File: config.mk
export PLATFORM = sky130hd
export DESIGN_NAME = pit_counter_channel
export DESIGN_NICKNAME = d
export VERILOG_FILES = /design/src/rtl/pit_counter_channel.sv
export SDC_FILE = /design/constraint.sdc
export NUM_CORES = 1
export LEC_CHECK = 0
export ABC_AREA = 1
export BUFFER_PORTS_ARGS = -buffer_cell sky130_fd_sc_hd__buf_4
export CORE_MARGIN = 2
export CORE_UTILIZATION = 31
export CTS_BUF_LIST = sky130_fd_sc_hd__clkbuf_8
export CTS_CLUSTER_DIAMETER = 40
export DETAILED_ROUTE_END_ITERATION = 8
export MAX_ROUTING_LAYER = met4
export PLACE_DENSITY_LB_ADDON = 0.3
export SLEW_MARGIN = 30
export SYNTH_ARGS = -nofsm -noshare
export SYNTH_HDL_FRONTEND = slang
export SYNTH_SLANG_ARGS = --single-unit
File: constraint.sdc
create_clock -name clk -period 3.17 [get_ports clk]
set_clock_uncertainty 0.1 [all_clocks]
set_input_delay 0.1585 -clock clk [delete_from_list [all_inputs] [get_ports clk]]
set_output_delay 0.1585 -clock clk [all_outputs]
set_load 0.01 [all_outputs]
File: src/rtl/pit_counter_channel.sv
`timescale 1ns/1ps
module pit_counter_channel #(
  parameter int W = 16
) (
  input  logic         clk,
  input  logic         rst_n,
  input  logic         mode_wr,
  input  logic [2:0]   mode_sel,
  input  logic         bcd_sel,
  input  logic         load_wr,
  input  logic         load_lsb,
  input  logic [W-1:0] load_val,
  input  logic         gate,
  output logic         out,
  output logic [W-1:0] count
);

  localparam int DIGITS = W / 4;
  localparam logic [W-1:0] ONE = W'(1);
  localparam logic [W-1:0] TWO = W'(2);

  typedef enum logic [2:0] {
    M_TERM = 3'd0, M_ONESHOT = 3'd1, M_RATE = 3'd2,
    M_SQUARE = 3'd3, M_SWSTROBE = 3'd4, M_HWSTROBE = 3'd5
  } mode_t;

  function automatic logic [W-1:0] down1(input logic [W-1:0] v, input logic dec);
    logic [W-1:0] r;
    logic b;
    if (!dec) return v - ONE;
    r = v;
    b = 1'b1;
    for (int i = 0; i < DIGITS; i++) begin
      if (b) begin
        if (v[4*i +: 4] == 4'd0) r[4*i +: 4] = 4'd9;
        else begin
          r[4*i +: 4] = v[4*i +: 4] - 4'd1;
          b = 1'b0;
        end
      end
    end
    return r;
  endfunction

  function automatic logic digits_ok(input logic [W-1:0] v);
    logic ok;
    ok = 1'b1;
    for (int i = 0; i < DIGITS; i++)
      if (v[4*i +: 4] > 4'd9) ok = 1'b0;
    return ok;
  endfunction

  mode_t        mode_q, mode_d;
  logic         bcd_q, bcd_d;
  logic [W-1:0] cnt_q, cnt_d, reload_q, reload_d;
  logic         out_q, out_d, armed_q, armed_d, run_q, run_d;
  logic         halt_q, halt_d, fired_q, fired_d, odd_q, odd_d, gprev_q;

  wire          gate_rise  = gate & ~gprev_q;
  wire [W-1:0]  step1      = down1(cnt_q, bcd_q);
  wire [W-1:0]  step2      = down1(step1, bcd_q);
  wire [W-1:0]  even_rel   = {reload_q[W-1:1], 1'b0};
  wire          at_one     = (cnt_q == ONE);
  wire          at_two     = (cnt_q == TWO);
  wire          sq_edge    = (out_q && odd_q) ? (cnt_q == '0) : at_two;
  wire [2:0]    mode_code  = mode_sel[1] ? {1'b0, mode_sel[1:0]} : mode_sel;

  always_comb begin
    mode_d   = mode_q;   bcd_d   = bcd_q;
    cnt_d    = cnt_q;    reload_d = reload_q;
    out_d    = out_q;    armed_d = armed_q;
    run_d    = run_q;    halt_d  = halt_q;
    fired_d  = fired_q;  odd_d   = odd_q;
    if (mode_wr) begin
      mode_d  = mode_t'(mode_code);
      bcd_d   = bcd_sel;
      cnt_d   = '0;
      armed_d = 1'b0;
      run_d   = 1'b0;
      halt_d  = 1'b0;
      fired_d = 1'b0;
      odd_d   = 1'b0;
      out_d   = (mode_code != 3'd0);
    end else begin
      case (mode_q)
        M_TERM: begin
          if (load_wr) begin
            cnt_d    = load_val;
            reload_d = load_val;
            out_d    = 1'b0;
            armed_d  = 1'b1;
            halt_d   = 1'b0;
          end else begin
            if (load_lsb) halt_d = 1'b1;
            if (armed_q && gate && !halt_q && !load_lsb) begin
              cnt_d = step1;
              if (at_one) out_d = 1'b1;
            end
          end
        end
        M_SWSTROBE: begin
          if (load_wr) begin
            cnt_d    = load_val;
            reload_d = load_val;
            out_d    = 1'b1;
            armed_d  = 1'b1;
            fired_d  = 1'b0;
          end else begin
            if (!out_q) out_d = 1'b1;
            if (armed_q && gate_rise) begin
              cnt_d   = reload_q;
              fired_d = 1'b0;
            end else if (armed_q && gate) begin
              cnt_d = step1;
              if (at_one && !fired_q) begin
                out_d   = 1'b0;
                fired_d = 1'b1;
              end
            end
          end
        end
        M_ONESHOT, M_HWSTROBE: begin
          if (load_wr) begin
            reload_d = load_val;
            armed_d  = 1'b1;
          end
          if (mode_q == M_HWSTROBE && !out_q) out_d = 1'b1;
          if (gate_rise && armed_q) begin
            cnt_d   = reload_q;
            run_d   = 1'b1;
            fired_d = 1'b0;
            out_d   = (mode_q == M_HWSTROBE);
          end else if (run_q) begin
            cnt_d = step1;
            if (at_one) begin
              if (mode_q == M_ONESHOT) out_d = 1'b1;
              else if (!fired_q) begin
                out_d   = 1'b0;
                fired_d = 1'b1;
              end
            end
          end
        end
        M_RATE: begin
          if (load_wr) reload_d = load_val;
          if (load_wr && !armed_q) begin
            cnt_d   = load_val;
            armed_d = 1'b1;
            out_d   = 1'b1;
          end else if (armed_q) begin
            if (!gate) out_d = 1'b1;
            else if (gate_rise) begin
              cnt_d = reload_q;
              out_d = 1'b1;
            end else if (at_two) begin
              cnt_d = step1;
              out_d = 1'b0;
            end else if (at_one) begin
              cnt_d = reload_q;
              out_d = 1'b1;
            end else cnt_d = step1;
          end
        end
        M_SQUARE: begin
          if (load_wr) reload_d = load_val;
          if (load_wr && !armed_q) begin
            cnt_d   = {load_val[W-1:1], 1'b0};
            odd_d   = load_val[0];
            armed_d = 1'b1;
            out_d   = 1'b1;
          end else if (armed_q) begin
            if (!gate) out_d = 1'b1;
            else if (gate_rise) begin
              cnt_d = even_rel;
              odd_d = reload_q[0];
              out_d = 1'b1;
            end else if (sq_edge) begin
              cnt_d = even_rel;
              odd_d = reload_q[0];
              out_d = ~out_q;
            end else cnt_d = step2;
          end
        end
        default: ;
      endcase
    end
  end

  always_ff @(posedge clk or negedge rst_n) begin
    if (!rst_n) begin
      mode_q   <= M_TERM;
      bcd_q    <= 1'b0;
      cnt_q    <= '0;
      reload_q <= '0;
      out_q    <= 1'b0;
      armed_q  <= 1'b0;
      run_q    <= 1'b0;
      halt_q   <= 1'b0;
      fired_q  <= 1'b0;
      odd_q    <= 1'b0;
      gprev_q  <= 1'b0;
    end else begin
      mode_q   <= mode_d;
      bcd_q    <= bcd_d;
      cnt_q    <= cnt_d;
      reload_q <= reload_d;
      out_q    <= out_d;
      armed_q  <= armed_d;
      run_q    <= run_d;
      halt_q   <= halt_d;
      fired_q  <= fired_d;
      odd_q    <= odd_d;
      gprev_q  <= gate;
    end
  end

  assign out   = out_q;
  assign count = cnt_q;

  AST_TERM_STICKY: assert property (@(posedge clk) disable iff (!rst_n)
    (mode_q == M_TERM && out_q && !mode_wr && !load_wr) |=> out)
  ;
  AST_ONESHOT_IGNORES_GATE: assert property (@(posedge clk) disable iff (!rst_n)
    (mode_q == M_ONESHOT && run_q && !gate && !mode_wr) |=> (count != $past(count)))
  ;
  AST_GATE_LOW_FORCES_HIGH: assert property (@(posedge clk) disable iff (!rst_n)
    ((mode_q == M_RATE || mode_q == M_SQUARE) && !gate && !mode_wr) |=> out)
  ;
  AST_SQUARE_EVEN: assert property (@(posedge clk) disable iff (!rst_n)
    (mode_q == M_SQUARE && !mode_wr) |=> !count[0])
  ;
  AST_STROBE_ONE_CLOCK: assert property (@(posedge clk) disable iff (!rst_n)
    ((mode_q == M_SWSTROBE || mode_q == M_HWSTROBE) && !out_q && !mode_wr) |=> out)
  ;
  AST_DECIMAL_DIGITS: assert property (@(posedge clk) disable iff (!rst_n)
    (bcd_q && !mode_wr && digits_ok(cnt_q) && digits_ok(reload_q) && digits_ok(load_val))
      |=> digits_ok(count))
  ;

endmodule

==> impl_metrics.ini <==
[outcome]
status = complete, no violations

[clocking]
clock_tree.root_cell = clkbuf_8
cts_sinks = 43
clk_pin_slew_ns = 0.09
insertion_delay_ns = 0.33
clock_tree.buffer_depth = 2
h-tree-depth = 2
cts_buffers = 5
cts_tree = built

[power]
p_int_mw = 1.61
peakVddDrop_mv = 0.242
seqPwrFrac_pct = 22.4
power.switching_mw = 1.88
power.share.clock_pct = 12.9
cellLeakagePower_nw = 2.92
p_total_mw = 3.48
sw_frac_of_total_pct = 53.9
p_comb_share_pct = 64.7
power.density_nw_per_um2 = 592

[setup_path]
path_cells = inv_1 -> ha_2 -> inv_2 -> nor2_1 -> nand2_1 -> nand2_1 -> inv_1 -> ha_1 -> nand3_1 -> inv_2 -> nand2_2 -> nand2_1 -> o22ai_1 -> nand2_1 -> nand2_1 -> nand3_1 -> nand3_1 -> nand2_1 -> nand2_1
crit_type = reg2reg
endpoint_kind = flip-flop
rrSetupSlack_ns = 0.26
crit_slowest_cell = dfrtp_1
ff2ff_path_depth = 19
crit_arrival_ns = 3.08
path_max_fanout = 7
crit_required_ns = 3.34
cp_common_cell = nand2_1
max_stage_delay_ns = 0.41
critPathLaunchType = flip-flop

[sta]
finalSetupTns_ns = 0
tightest_slew_ns = 0.635
setup_violations = 0
fin_crit_ns = 2.91
rsz0062_at_grt = true
hold_violations = 0
max_freq_mhz = 343
slew_headroom_pct = 57.7
period_share_pct = 91.9
slew_viol_final = 0
holdWs_ns = 0.00904

[global_route]
grt_remaining_overflow = 0
track_usage_pct = 22.0
grt_max_degree = 44
antenna_found_initial = 0
grt_pass1_wl_um = 29800
grt_pass1_vias = 5477

[drt]
ant_nets = 0
post_drt_wl_per_cell_um = 16.1
num_vias = 6137
drt-total-wl_um = 18400
drt_iter0_markers = 587
routed_via_density = 5.38
drc_errors = 0
drt-pass1-iter-count = 6

[placed_design]
place_inst = 1125
place.gp.congestion = 0.913
dp_hpwl_um = 13800
io_buffer_count = 42

[logic_synthesis]
syn_area_um2 = 5020
synth_seq_area_share_pct = 21.4
yosys_warnings = 0
synth_common_cells = 268 x nand2_1, 80 x inv_1, 78 x o21ai_0
synth_cells = 875
yosysTopAreaCell = dfrtp_1
synth_top_flop_cell = dfrtp_1
synth_edf_count = 0
synth_top_area_share_pct = 21.4
yosysMostFrequentCell = nand2_1
syn_area_per_cell_um2 = 5.74
synth_cell_types = 47
synth_seq_cells = 43
synthArstFlopShare_pct = 100
synth_nets = 906
synth_area_leaders = dfrtp_1 21%, nand2_1 20%, o21ai_0 7.8%

[final_layout]
fin_nets = 956
ff_latch_area_um2 = 1080
multi_input_area_um2 = 3430
diodes = 0
drive_gt1_share_pct = 14.7
fillers = 1770
fin_util_pct = 37.2
areaGrowthSynthToFinish_pct = 17.2
stdcell_count = 1141

[die]
die_h_um = 131
start_util_pct = 31.7
pin_count = 43
fp.dieW_um = 131
rows = 46
coreArea_um2 = 15800
dieArea_um2 = 17200

[worst_hold_path]
holdPathStages = 3
hold_class = in2reg

[job]
drv_cap = 0
worst max-delay path, delay by kind of cell, from the launching register on:
family	cells	cell delay, ns
AOI/OAI and AO/OA	1	0.19
adders and majority gates	2	0.45
buffers and inverters	4	0.38
DFF	1	0.41
and+or+nand+nor	12	1.32
state kept, by name (all words and copies together) (netlist names):
| register | count |
|---|---|
| out | 1 |
| halt_q | 1 |
| run_q | 1 |
| mode_q | 3 |
| reload_q | 16 |
| odd_q | 1 |
| fired_q | 1 |
| count | 16 |
| armed_q | 1 |
| gprev_q | 1 |
| bcd_q | 1 |
cell usage in the layout, fill, tap and decap left out, drive strengths merged:
| cell | instances |
|---|---|
| a21o | 1 |
| or2 | 3 |
| o211ai | 7 |
| a221oi | 7 |
| a22oi | 2 |
| o21a | 1 |
| o21ai | 98 |
| dfrtp | 43 |
| nand2 | 275 |
| clkbuf | 5 |
| nor2 | 92 |
| buf | 72 |
| mux2 | 2 |
| o41ai | 2 |
| nor3 | 10 |
| a211oi | 3 |
| inv | 101 |
| ha | 5 |
| o22ai | 6 |
| nor3b | 1 |
| and3 | 1 |
| a311oi | 4 |
| a31oi | 4 |
| o221ai | 2 |
| and2 | 1 |
| o2111ai | 4 |
| a22o | 1 |
| nand3 | 78 |
| xor2 | 7 |
| bufinv | 1 |
| a21oi | 58 |
| o311ai | 1 |
| dlygate4sd3 | 8 |
| nand4 | 13 |
| a32oi | 1 |
| o31ai | 5 |
layer usage:
| layer | global-route usage (%) | wire [um] | vias up |
|---|---|---|---|
| met5 | - | 0 | - |
| met4 | 6.34 | 347 | 0 |
| li1 | - | - | 3020 |
| met1 | 31.2 | 8560 | 2775 |
| met2 | 32.5 | 7810 | 307 |
| met3 | 3.01 | 1660 | 35 |
kinds of logic after synthesis:
family	synth area share, %
compound gates	23.9
mux	0.449
simple gates	40.6
xor+xnor	1.60
flops	21.4
buf+inv	10.8
fa+ha+maj	1.25
path summary, 6_finish.rpt:
kind,from,to
hold / removal,load_val[12],reload_q[12]
setup reg to reg,count[0],count[5]
setup / recovery,count[0],count[5]
hold reg to reg,halt_q,halt_q
min in group asynchronous,rst_n,mode_q[2]
max in group asynchronous,rst_n,count[4]
power by group through the flow:
stage	clock [mW]	combinational, mW	sequential [mW]
global placement	0	2.19	0.789
floorplan	0	1.53	0.779
detailed placement	0	2.19	0.788
finish	0.451	2.25	0.779
CTS	0.470	2.20	0.777
global route	0.484	2.53	0.799
per-stage QoR:
stage | worst slack [ns] | cell area, um^2
detailed placement | 0.178 | 5670
finish | 0.257 | 5880
CTS | 0.169 | 5850
global route | -0.0125 | 5880
floorplan | 0.642 | 5020
global placement | 0.278 | 5670
cell type report:
cell class                 count  area share [%]
clock inverter                 2           0.574
tap                          216            4.59
multi-input combinational    695            58.2
sequential                    43            18.3
inverter                     100            6.38
timing repair buffer          80            10.8
clock buffer                   5            1.17
timing repair:
item,in CTS,in global routing
endpoints found under the setup margin,0,12
hold endpoints to repair,50,0
hold buffers,8,0
buffers inserted,0,1
gates resized for setup,0,5
Note: power is estimated with default switching activity, not from simulation.
